$ cat src/rtl/ctxstk_pkg.sv
package ctxstk_pkg;

  typedef enum logic [1:0] {
    MODE_NORMAL = 2'd0,
    MODE_IRQ    = 2'd1,
    MODE_NMI    = 2'd2
  } execMode_t;

  localparam int NUM_BANKS = 3;

  // strobes from control to datapath
  typedef struct packed {
    logic      push;
    logic      pop;
    logic      flagWr;
    execMode_t bank;
    logic      stackEmpty;
  } stackCmd_t;

endpackage

$ cat src/rtl/ctxstk_ctrl.sv
module ctxstk_ctrl
  import ctxstk_pkg::*;
#(
  parameter int STACK_DEPTH = 6,
  parameter int DEPTH_W     = $clog2(STACK_DEPTH + 1)
) (
  input  logic               clk,
  input  logic               rstN,
  input  logic               callStb,
  input  logic               irqEnter,
  input  logic               nmiEnter,
  input  logic               retStb,
  input  logic               retiStb,
  input  logic               flagWr,
  output stackCmd_t          cmd,
  output logic [DEPTH_W-1:0] depth
);

  localparam logic [DEPTH_W-1:0] FULL = DEPTH_W'(STACK_DEPTH);
  localparam logic [DEPTH_W-1:0] ONE  = DEPTH_W'(1);

  execMode_t mode, nmiPrev;
  logic takeNmi, takeIrq, doCall, doPush, doReti, doRet, doPop;

  // fixed priority: NMI, interrupt, call, reti, ret
  always_comb begin
    takeNmi = nmiEnter && (mode != MODE_NMI);
    takeIrq = irqEnter && (mode == MODE_NORMAL) && !takeNmi;
    doCall  = callStb && !takeNmi && !takeIrq;
    doPush  = takeNmi || takeIrq || doCall;
    doReti  = retiStb && !doPush;
    doRet   = retStb && !doPush && !doReti;
    doPop   = doReti || doRet;
  end

  always_ff @(posedge clk or negedge rstN) begin
    if (!rstN) begin
      mode    <= MODE_NMI;
      nmiPrev <= MODE_NORMAL;
    end else if (takeNmi) begin
      mode    <= MODE_NMI;
      nmiPrev <= mode;
    end else if (takeIrq) begin
      mode <= MODE_IRQ;
    end else if (doReti) begin
      if (mode == MODE_NMI) mode <= nmiPrev;
      else                  mode <= MODE_NORMAL;
    end
  end

  always_ff @(posedge clk or negedge rstN) begin
    if (!rstN) begin
      depth <= '0;
    end else if (doPush) begin
      if (depth != FULL) depth <= depth + ONE;
    end else if (doPop) begin
      if (depth != '0) depth <= depth - ONE;
    end
  end

  always_comb begin
    cmd.push       = doPush;
    cmd.pop        = doPop && (depth != '0);
    cmd.flagWr     = flagWr;
    cmd.bank       = mode;
    cmd.stackEmpty = (depth == '0);
  end


  depth_limit_chk: assert property (@(posedge clk) disable iff (!rstN)
    depth <= FULL);


  full_push_chk: assert property (@(posedge clk) disable iff (!rstN)
    (depth == FULL && callStb) |=> depth == FULL);


  empty_pop_chk: assert property (@(posedge clk) disable iff (!rstN)
    (depth == '0 && (retStb || retiStb) && !callStb && !irqEnter && !nmiEnter)
      |=> depth == '0);


  nmi_mode_chk: assert property (@(posedge clk) disable iff (!rstN)
    (nmiEnter && mode != MODE_NMI) |=> mode == MODE_NMI);


  irq_ignore_chk: assert property (@(posedge clk) disable iff (!rstN)
    (irqEnter && mode != MODE_NORMAL && !nmiEnter && !callStb && !retStb && !retiStb)
      |=> ($stable(depth) && $stable(mode)));


  irq_return_chk: assert property (@(posedge clk) disable iff (!rstN)
    (mode == MODE_IRQ && retiStb && !callStb && !irqEnter && !nmiEnter)
      |=> mode == MODE_NORMAL);

endmodule

$ cat src/rtl/ctxstk_dpath.sv
module ctxstk_dpath
  import ctxstk_pkg::*;
#(
  parameter int STACK_DEPTH = 6,
  parameter int PC_WIDTH    = 12
) (
  input  logic                clk,
  input  logic                rstN,
  input  stackCmd_t           cmd,
  input  logic [PC_WIDTH-1:0] pcIn,
  input  logic                carrySel,
  input  logic                aluCarry,
  input  logic                bitTest,
  input  logic                aluZero,
  output logic [PC_WIDTH-1:0] popPc,
  output logic                carryOut,
  output logic                zeroOut
);

  logic [PC_WIDTH-1:0] lvl [STACK_DEPTH];
  logic [NUM_BANKS-1:0] carryBank, zeroBank;
  logic carryNext;

  // shift-register stack
  for (genvar i = 0; i < STACK_DEPTH; i++) begin : g_lvl
    logic [PC_WIDTH-1:0] fromAbove, fromBelow;
    if (i == 0) begin : g_top
      assign fromAbove = pcIn;
    end else begin : g_mid
      assign fromAbove = lvl[i-1];
    end
    if (i == STACK_DEPTH - 1) begin : g_bot
      assign fromBelow = '0;
    end else begin : g_up
      assign fromBelow = lvl[i+1];
    end
    always_ff @(posedge clk or negedge rstN) begin
      if (!rstN)         lvl[i] <= '0;
      else if (cmd.push) lvl[i] <= fromAbove;
      else if (cmd.pop)  lvl[i] <= fromBelow;
    end
  end

  assign carryNext = carrySel ? bitTest : aluCarry;

  // flag banks, one per execution mode
  for (genvar b = 0; b < NUM_BANKS; b++) begin : g_bank
    logic hit;
    assign hit = cmd.flagWr && (cmd.bank == execMode_t'(b));
    always_ff @(posedge clk or negedge rstN) begin
      if (!rstN) begin
        carryBank[b] <= 1'b0;
        zeroBank[b]  <= 1'b0;
      end else if (hit) begin
        carryBank[b] <= carryNext;
        zeroBank[b]  <= aluZero;
      end
    end


    bank_hold_chk: assert property (@(posedge clk) disable iff (!rstN)
      !(cmd.flagWr && cmd.bank == execMode_t'(b))
        |=> ($stable(carryBank[b]) && $stable(zeroBank[b])));
  end

  always_comb begin
    case (cmd.bank)
      MODE_IRQ: begin carryOut = carryBank[1]; zeroOut = zeroBank[1]; end
      MODE_NMI: begin carryOut = carryBank[2]; zeroOut = zeroBank[2]; end
      default:  begin carryOut = carryBank[0]; zeroOut = zeroBank[0]; end
    endcase
  end

  assign popPc = cmd.stackEmpty ? pcIn + PC_WIDTH'(1) : lvl[0];


  push_top_chk: assert property (@(posedge clk) disable iff (!rstN)
    cmd.push |=> lvl[0] == $past(pcIn));


  pop_shift_chk: assert property (@(posedge clk) disable iff (!rstN)
    cmd.pop |=> popPc == $past(lvl[1]) || cmd.stackEmpty);

endmodule

$ cat src/rtl/ctx_return_stack.sv
module ctx_return_stack
  import ctxstk_pkg::*;
#(
  parameter int STACK_DEPTH = 6,
  parameter int PC_WIDTH    = 12,
  localparam int DEPTH_W    = $clog2(STACK_DEPTH + 1)
) (
  input  logic                clk,
  input  logic                rstN,
  input  logic                callStb,
  input  logic                irqEnter,
  input  logic                nmiEnter,
  input  logic                retStb,
  input  logic                retiStb,
  input  logic [PC_WIDTH-1:0] pcIn,
  input  logic                flagWr,
  input  logic                carrySel,
  input  logic                aluCarry,
  input  logic                bitTest,
  input  logic                aluZero,
  output logic [PC_WIDTH-1:0] popPc,
  output logic                carryOut,
  output logic                zeroOut,
  output logic [DEPTH_W-1:0]  depth
);

  stackCmd_t cmd;

  ctxstk_ctrl #(
    .STACK_DEPTH(STACK_DEPTH),
    .DEPTH_W    (DEPTH_W)
  ) u_ctrl (
    .clk     (clk),
    .rstN    (rstN),
    .callStb (callStb),
    .irqEnter(irqEnter),
    .nmiEnter(nmiEnter),
    .retStb  (retStb),
    .retiStb (retiStb),
    .flagWr  (flagWr),
    .cmd     (cmd),
    .depth   (depth)
  );

  ctxstk_dpath #(
    .STACK_DEPTH(STACK_DEPTH),
    .PC_WIDTH   (PC_WIDTH)
  ) u_dpath (
    .clk     (clk),
    .rstN    (rstN),
    .cmd     (cmd),
    .pcIn    (pcIn),
    .carrySel(carrySel),
    .aluCarry(aluCarry),
    .bitTest (bitTest),
    .aluZero (aluZero),
    .popPc   (popPc),
    .carryOut(carryOut),
    .zeroOut (zeroOut)
  );

endmodule

$ cat config.mk
export PLATFORM = sky130hd
export DESIGN_NAME = ctx_return_stack
export DESIGN_NICKNAME = d
export VERILOG_FILES = /design/src/rtl/ctxstk_pkg.sv /design/src/rtl/ctxstk_ctrl.sv /design/src/rtl/ctxstk_dpath.sv /design/src/rtl/ctx_return_stack.sv
export SDC_FILE = /design/constraint.sdc
export NUM_CORES = 1
export LEC_CHECK = 0
export BUFFER_PORTS_ARGS = -buffer_cell sky130_fd_sc_hd__buf_4
export CAP_MARGIN = 20
export CORE_UTILIZATION = 35
export DETAILED_ROUTE_END_ITERATION = 7
export SLEW_MARGIN = 20
export SYNTH_ARGS = -nofsm -noshare
export SYNTH_HDL_FRONTEND = slang
export SYNTH_HIERARCHICAL = 1
export SYNTH_SLANG_ARGS = --single-unit
$ cat constraint.sdc
create_clock -name clk -period 2.4 [get_ports clk]
set_input_delay 0.24 -clock clk [delete_from_list [all_inputs] [get_ports clk]]
set_output_delay 0.24 -clock clk [all_outputs]
set_load 0.02 [all_outputs]
==> results of run 1 <==
layer usage:
metal  global-route usage, %  vias up  wire length, um
met2                   20.74       47             3590
li1                        -     1628                -
met5                       0        -                0
met3                   2.250       10              237
met1                   19.57     1486             4320
met4                   6.053        0              122
layout by cell type (no fill, tap or decap), types with 7 or more instances in the layout:
cell / Yosys / layout
a31oi_1: 7 / 7
nor2_1: 21 / 21
nand2b_1: 12 / 12
clkbuf_16: 0 / 9
dfrtp_1: 84 / 84
o21ai_0: 80 / 80
mux2i_1: 63 / 63
buf_4: 2 / 46
a21oi_1: 9 / 9
nand2_1: 85 / 85
state kept, by name (all words and copies together) (netlist names):
name / flops
u_dpath/g_lvl.fromBelow: 60
u_dpath/g_lvl.fromAbove: 12
u_ctrl/depth: 3
u_dpath/carryBank: 3
u_dpath/zeroBank: 3
u_ctrl/mode: 2
u_ctrl/nmiPrev: 2
per-stage QoR:
stage	total power, mW	setup WS, ns
4_1_cts	6.541	0.2058
3_3_place_gp	4.917	0.4272
2_1_floorplan	4.258	0.4022
3_5_place_dp	5.008	0.3927
5_1_grt	6.961	0.1088
6_report	6.469	0.2326
critical path, cell delays in order, from the launching register on:
cell     delay (ns)
dfrtp_1        0.47
nor3_2         0.31
buf_4          0.30
mux2_2         0.36
buf_4          0.16
worst min-delay path by stage:
stage | start | end | slack [ns] | depth (start not counted)
final | nmiEnter | u_ctrl/nmiPrev[1] | 0.13 | 2
after global routing | nmiEnter | u_ctrl/nmiPrev[1] | 0.14 | 2
after CTS | nmiEnter | u_ctrl/nmiPrev[1] | 0.12 | 2
after detailed placement | rstN | u_dpath/g_lvl[2].fromBelow[10] | 0.25 | 1
after global placement | rstN | u_dpath/g_lvl[2].fromBelow[10] | 0.25 | 1
after floorplan | rstN | u_ctrl/depth[0] | -0.06 | 0
power groups by stage:
stage	registers, mW	clock network [mW]	logic (mW)
2_1_floorplan	2.46	0	1.80
3_3_place_gp	2.57	0	2.35
3_5_place_dp	2.60	0	2.41
4_1_cts	2.58	1.54	2.43
5_1_grt	2.66	1.60	2.70
6_report	2.57	1.50	2.40
cell families after synthesis:
| kind of cell | after synthesis | share of synthesized area (%) |
|---|---|---|
| AOI/OAI and AO/OA | 109 | 14.26 |
| buffers and inverters | 34 | 3.349 |
| xor gates and xnor gates | 4 | 0.8085 |
| and+or+nand+nor | 143 | 15.10 |
| muxes | 68 | 15.94 |
| adders and majority gates | 5 | 1.443 |
| DFF | 85 | 49.11 |
cell type report:
type / instances / share of cell area (%)
Timing Repair Buffer: 49 / 7.679
Sequential cell: 85 / 41.34
Clock buffer: 12 / 4.982
Multi-Input combinational cell: 329 / 40.22
Inverter: 5 / 0.3645
Tap cell: 168 / 4.083
Clock inverter: 3 / 1.337
timing repair:
item | in CTS | in global routing
hold buffers | 1 | 0
endpoints found under the hold margin | 34 | 0
buffers inserted | 0 | 0
==> impl_metrics.tcl, run 1 <==
set metrics [dict create \
    p_int_mw 4.140 \
    placed_cells 635 \
    r2r-end "u_dpath/g_lvl[1].fromAbove[9]" \
    cts_tree "built" \
    rr_worst_depth 6 \
    die_w_um 113.3 \
    dieArea_um2 12830 \
    r2r_slack_ns 0.36 \
    maxSlewViolCount 0 \
    end_kind "output port" \
    synth_warnings 6 \
    wl_per_cell_um 12.71 \
    place_congestion 0.7509 \
    cts_max_path_buffers 2 \
    drv_cap 0 \
    grtUsageTotal_pct 13.79 \
    multiInputGateArea_um2 2071 \
    drc 0 \
    setup_violations 0 \
    detailed_place_hpwl_um 5379 \
    p_leak_nw 2.256 \
    worst-path-max-fanout 22 \
    area_growth_pct 18.79 \
    synth.distinct_cells 41 \
    slew_headroom_pct 66.41 \
    r2r-start "u_ctrl/mode[1]" \
    synth_top_cell_area_share_pct 48.50 \
    initial_core_util_pct 35.93 \
    cts_root_buf "clkbuf_16" \
    numCtsBuffers 9 \
    port_buffers 40 \
    synth_area_um2 4334 \
    finalHoldViolCount 0 \
    routed_via_density 4.871 \
    die_h_um 113.3 \
    final_area_um2 5149 \
    dr.pass1.iters 4 \
    synthTopCellsByCount "nand2_1, dfrtp_1, o21ai_0, mux2i_1, nor2_1" \
    skew_ns 0.007498 \
    synth_cells 448 \
    core_area_um2 12060 \
    fillers 1157 \
    antennaDiodeCount 0 \
    swShare_pct 36.01 \
    numClockSinks 85 \
    antenna_left 0 \
    io_pins 41 \
    wl_um 8271 \
    final_cells 651 \
    nNetsFinal 508 \
    synthFlopType "dfrtp_1" \
    worstSetupStartpointType "flop" \
    status "complete, no violations" \
    ys_seq_elements 85 \
    setup-tns-final_ns 0 \
    endpoint "popPc[1]" \
    worst_pin_slew_ns 0.5039 \
    cts_htree_levels 3 \
    drive_above_1_share_pct 16.36 \
    synthTopCellsByArea "dfrtp_1, mux2i_1, o21ai_0, nand2_1, nor2_1" \
    fp-row-count 40 \
    max_freq_mhz 461.4 \
    synth_most_common_cell "nand2_1" \
    cts-resized-gates 0 \
    sequentialPowerShare_pct 39.8 \
    ff_latch_area_um2 2128 \
    combPwrFrac_pct 37.1 \
    timing.hold.ws_ns 0.1307 \
    synth-seq-area-share_pct 49.11 \
    arrival_ns 1.93 \
    critPathRequiredTime_ns 2.16 \
    power_frac_clock_pct 23.1 \
    num_vias 3171 \
    grt_pass1_vias 3057 \
    p_sw_mw 2.330 \
    placed_cell_area_um2 4813 \
    cp-startpoint "u_ctrl/depth[0]" \
    period_needed_ns 2.167 \
    synth_top_cell_by_area "dfrtp_1" \
    grt_overflow_total 0 \
    peakVddDrop_uv 552.5 \
    grt_pass1_wl_um 14440 \
    drtIter0Drc 239 \
    synth_fp_nets 477 \
    power.density_nw_per_um2 1256 \
    grt_max_degree 101 \
    finalCritPeriodShare_pct 90.31 \
    final_core_util_pct 42.69 \
    cts.clk_slew.worst_paths_ns 0.06 \
    antenna_found_initial 0 \
    insertion_delay_ns 0.33 \
    rsz0062_at_grt "false" \
    postSynthAreaPerCell_um2 9.674 \
    hp-class "in2reg" \
    synth_edf_count 0 \
    critPathKind "reg2out" \
    async_reset_ff_share_pct 100.0 \
]
(Power assumes the default switching activity.)
==> run 2: changes to the inputs <==
--- a/config.mk
+++ b/config.mk
@@ -7,8 +7,11 @@
 export LEC_CHECK = 0
 export BUFFER_PORTS_ARGS = -buffer_cell sky130_fd_sc_hd__buf_4
 export CAP_MARGIN = 20
+export CELL_PAD_IN_SITES_DETAIL_PLACEMENT = 0
+export CELL_PAD_IN_SITES_GLOBAL_PLACEMENT = 1
 export CORE_UTILIZATION = 35
 export DETAILED_ROUTE_END_ITERATION = 7
+export PLACE_DENSITY_LB_ADDON = 0.1
 export SLEW_MARGIN = 20
 export SYNTH_ARGS = -nofsm -noshare
 export SYNTH_HDL_FRONTEND = slang
==> impl_metrics.tcl, run 2 (synthesis results as in run 1) <==
set metrics [dict create \
    cts_root_buf "clkbuf_16" \
    io_pins 41 \
    max_freq_mhz 465.7 \
    peakVddDrop_uv 525.5 \
    die_h_um 113.3 \
    insertion_delay_ns 0.33 \
    worstSetupStartpointType "flop" \
    drv_cap 0 \
    dr.pass1.iters 6 \
    gr-usage-met3_pct 3.053 \
    r2r-start "u_ctrl/mode[1]" \
    power.density_nw_per_um2 1259 \
    grtUsageMet1_pct 22.34 \
    cts_tree "built" \
    wl_per_cell_um 13.06 \
    final_cell_mix "nand2_1, dfrtp_1, o21ai_0" \
    grt_overflow_total 0 \
    grtUsageTotal_pct 14.51 \
    core_area_um2 12060 \
    largest_reg_flops 60 \
    die_w_um 113.3 \
    arrival_ns 1.91 \
    grt_pass1_wl_um 14830 \
    crit_buf_inv 2 \
    p_leak_nw 2.250 \
    postCtsSetupBuffers 0 \
    cts.clk_slew.worst_paths_ns 0.06 \
    top_usage_layer "met1" \
    setup-tns-final_ns 0 \
    finalHoldViolCount 0 \
    critPathRequiredTime_ns 2.16 \
    nNetsFinal 505 \
    antenna_left 0 \
    hp-class "in2reg" \
    num_vias 3143 \
    port_buffers 40 \
    slew_headroom_pct 64.27 \
    drc 0 \
    drtIter0Drc 179 \
    cp-startpoint "u_ctrl/depth[0]" \
    slowest_stage "dfrtp_1" \
    critPathKind "reg2out" \
    maxSlewViolCount 0 \
    antenna_found_initial 0 \
    skew_ns 0.007538 \
    crit_family "flip-flops" \
    area_growth_pct 18.59 \
    placed_cells 632 \
    numCtsBuffers 9 \
    final_common_cell "nand2_1" \
    status "complete, no violations" \
    crit_chain "nor3_2 -> buf_4 -> mux2_2 -> buf_4" \
    cts_max_path_buffers 2 \
    rsz0062_at_grt "false" \
    worstHoldStart "nmiEnter" \
    routed_via_density 4.843 \
    fp-row-count 40 \
    slowest_delay_ns 0.47 \
    grt_max_degree 122 \
    final_cells 649 \
    detailed_place_hpwl_um 5406 \
    place_congestion 0.7085 \
    end_kind "output port" \
    setup_violations 0 \
    dieArea_um2 12830 \
    initial_core_util_pct 35.93 \
    grt_pass1_vias 2917 \
    drive_above_1_share_pct 16.01 \
    critPathMostFrequentCell "buf_4" \
    finalCritPeriodShare_pct 89.47 \
    met2_usage_pct 19.26 \
    cts-resized-gates 0 \
    worst_pin_slew_ns 0.5360 \
    numClockSinks 85 \
    period_needed_ns 2.147 \
    cts_htree_levels 3 \
    worst-path-max-fanout 22 \
    antennaDiodeCount 0 \
    wl_um 8476 \
]
[run 2: changes by cell type in the layout (fill, tap and decap cells not counted)]
cell / delta
buf_4: -4
clkinv_2: +2
clkinv_4: -1
buf_12: +1
[run 2: where the power goes]
part / internal [mW] / switching [mW] / leakage, nW
sequential: 2.07 / 0.521 / 1.07
combinational: 1.10 / 1.28 / 1.01
clock: 0.965 / 0.534 / 0.163
total: 4.13 / 2.34 / 2.25
[run 2: final timing paths]
check | end | slack, ns | cells after the start
worst min-delay path | u_ctrl/nmiPrev[1] | 0.14 | 2
worst max-delay path | popPc[1] | 0.25 | 4
worst max register to register | u_dpath/g_lvl[3].fromBelow[7] | 0.36 | 6
worst min register to register | u_dpath/carryBank[0] | 0.50 | 2
max in group asynchronous | u_dpath/g_lvl[4].fromBelow[5] | 1.33 | 3
min in group asynchronous | u_dpath/zeroBank[0] | 0.43 | 2
[run 2: timing repair]
| item | in CTS | in global routing |
|---|---|---|
| endpoints found under the setup margin | 0 | 0 |
| hold buffers | 1 | 0 |
| endpoints found under the hold margin | 36 | 0 |
[run 2: worst register-to-register path, cell delays in order, from the launching register on]
cell	delay, ns
dfstp_2	0.60
nand2b_4	0.08
a2bb2oi_4	0.17
nor3_2	0.26
buf_12	0.42
mux2i_1	0.28
o21ai_0	0.10
[run 2: through the flow]
| step | hold WS [ns] | instance area (um2) | util (%) | power [mW] | worst slack [ns] |
|---|---|---|---|---|---|
| 3_3_place_gp | 0.2566 | 4803 | 39.82 | 4.960 | 0.3917 |
| 2_1_floorplan | -0.05559 | 4334 | - | 4.258 | 0.4022 |
| 4_1_cts | 0.1239 | 5140 | 42.61 | 6.556 | 0.2160 |
| 6_report | 0.1420 | 5140 | 42.61 | 6.470 | 0.2528 |
| 5_1_grt | 0.1336 | 5140 | 42.61 | 6.990 | 0.1300 |
| 3_5_place_dp | 0.2600 | 4803 | 39.82 | 5.010 | 0.3474 |
[run 2: layout make-up]
class                   instances  area (um2)
clock buffers                  12       256.5
clock inverters                 4       70.07
fillers                      1179        6922
inverters                       5       18.77
multi-input cells             329        2071
flip-flops and latches         85        2128
well taps                     168       210.2
repair buffers                 46       385.4
[run 2: routing by layer]
layer	vias to the layer above	part of all wire, %
met4	0	1.8
met1	1455	55
met3	13	3.3
li1	1621	-
met2	54	40
met5	-	0
==> run 3: changes to the inputs <==
--- a/config.mk
+++ b/config.mk
@@ -10,6 +10,7 @@
 export CELL_PAD_IN_SITES_DETAIL_PLACEMENT = 0
 export CELL_PAD_IN_SITES_GLOBAL_PLACEMENT = 1
 export CORE_UTILIZATION = 35
+export CTS_BUF_LIST = sky130_fd_sc_hd__clkbuf_8
 export DETAILED_ROUTE_END_ITERATION = 7
 export PLACE_DENSITY_LB_ADDON = 0.1
 export SLEW_MARGIN = 20
==> constraint.sdc (replaced) <==
create_clock -name clk -period 1.95 [get_ports clk]
set_input_delay 0.195 -clock clk [delete_from_list [all_inputs] [get_ports clk]]
set_output_delay 0.195 -clock clk [all_outputs]
set_load 0.02 [all_outputs]
==> impl_metrics.tcl, run 3 (synthesis results as in run 1) <==
set metrics [dict create \
    fp-row-count 40 \
    insertion_delay_ns 0.36 \
    numCtsBuffers 9 \
    p_sw_mw 3.032 \
    worstSetupStartpointType "flop" \
    slowest_stage "dfstp_2" \
    setup_violations 0 \
    finalHoldViolCount 0 \
    min_to "u_ctrl/nmiPrev[1]" \
    drv_cap 0 \
    combPwrFrac_pct 42.2 \
    port_buffers 40 \
    slew_headroom_pct 75.58 \
    antennaDiodeCount 0 \
    final_area_um2 5389 \
    rsz0062_at_grt "true" \
    routed_via_density 4.862 \
    drc 0 \
    numClockSinks 85 \
    nNetsFinal 522 \
    die_w_um 113.3 \
    skew_ns 0.006775 \
    core_area_um2 12060 \
    drive_above_1_share_pct 22.69 \
    hp-class "in2reg" \
    cts_max_path_buffers 2 \
    area_growth_pct 24.34 \
    crit_cells 6 \
    timing.hold.ws_ns 0.05780 \
    status "complete, no violations" \
    placed_cell_area_um2 4961 \
    r2r-start "u_ctrl/mode[1]" \
    cts.clk_slew.worst_paths_ns 0.08 \
    antenna_found_initial 0 \
    dr.pass1.iters 5 \
    cts_root_buf "clkbuf_8" \
    max_freq_mhz 531.2 \
    largest_reg_flops 60 \
    p_total_mw 8.222 \
    arrival_ns 1.69 \
    crit_buf_inv 3 \
    grtUsageTotal_pct 15.33 \
    crit_family "flip-flops" \
    place_ws_ns 0.02498 \
    layout_setup_ws_ns 0.06763 \
    power.density_nw_per_um2 1526 \
    place_congestion 0.7453 \
    final_cells 666 \
    dieArea_um2 12830 \
    setup-tns-final_ns 0 \
    p_int_mw 5.190 \
    detailed_place_hpwl_um 5897 \
    grt_max_degree 94 \
    worst-path-max-fanout 4 \
    wl_um 9112 \
    io_pins 41 \
    r2r_slack_ns 0.08 \
    num_vias 3238 \
    antenna_left 0 \
    peakVddDrop_uv 692.9 \
    sequentialPowerShare_pct 38.2 \
    wl_per_cell_um 13.68 \
    grt_overflow_total 0 \
    critPathRequiredTime_ns 1.75 \
    final_cell_mix "nand2_1, dfrtp_1, o21ai_0" \
    p_leak_nw 2.336 \
    cts_htree_levels 3 \
    die_h_um 113.3 \
    finalCritPeriodShare_pct 96.53 \
    rr_worst_depth 7 \
    final_common_cell "nand2_1" \
    final_core_util_pct 44.68 \
    grt_pass1_vias 2992 \
    end_kind "output port" \
    holdPathStages 2 \
    initial_core_util_pct 35.93 \
    crit_chain "buf_6 -> inv_4 -> ha_4 -> nor2_2 -> a21oi_1 -> buf_4" \
    power_frac_clock_pct 19.6 \
    drtIter0Drc 177 \
    grt_pass1_wl_um 15550 \
    cts_tree "built" \
    r2r-end "u_ctrl/depth[2]" \
    critPathKind "reg2out" \
    slowest_delay_ns 0.57 \
    maxSlewViolCount 0 \
    placed_cells 643 \
    period_needed_ns 1.882 \
    swShare_pct 36.88 \
    worst_pin_slew_ns 0.3649 \
    worstHoldStart "nmiEnter" \
]
## run 3: cell count changes in the layout (fill, tap and decap cells not counted), moves of 3 or more
cell	delta
buf_12	+3
a31oi_2	+6
buf_4	+9
a31oi_1	-6
clkbuf_16	-8
buf_6	+4
ha_1	-4
clkbuf_8	+7
## run 3: worst max-delay path by stage
stage / startpoint / end / slack [ns]
floorplan: u_ctrl/mode[0] / u_dpath/g_lvl[0].fromBelow[0] / -0.01
global placement: u_ctrl/mode[0] / u_ctrl/depth[2] / 0.08
detailed placement: u_ctrl/mode[0] / u_ctrl/depth[2] / 0.02
CTS: u_ctrl/mode[1] / zeroOut / 0.00004
global route: u_ctrl/mode[1] / zeroOut / -0.02
finish: u_ctrl/mode[1] / zeroOut / 0.07
## run 3: power by group through the flow
stage          Combinational [mW]  Sequential, mW  Clock (mW)
2_1_floorplan                2.25            3.03           0
6_report                     3.47            3.14        1.61
3_5_place_dp                 3.25            3.15           0
5_1_grt                      3.89            3.26        1.73
4_1_cts                      3.31            3.13        1.67
3_3_place_gp                 3.20            3.12           0
## run 3: layer usage
layer,vias up,part of all wire [%],track usage (%)
li1,1648,-,-
met1,1526,53,23.44
met2,50,42,20.16
met3,14,3.3,3.428
met4,0,1.9,7.105
met5,-,0,0
## run 3: what timing repair did
action,CTS,global route
endpoints found under the hold margin,23,0
setup buffers,1,4
pin swaps,2,6
endpoints found under the setup margin,7,28
gates resized for setup,5,16
hold buffers,1,0
cloned,0,1
## run 3: layout make-up
cell class	instances	area (um2)
inverter	5	21.27
sequential	85	2128
fill	1169	6673
multi-input combinational	329	2185
timing repair buffer	63	583.1
clock buffer	9	123.9
tap	168	210.2
clock inverter	7	137.6
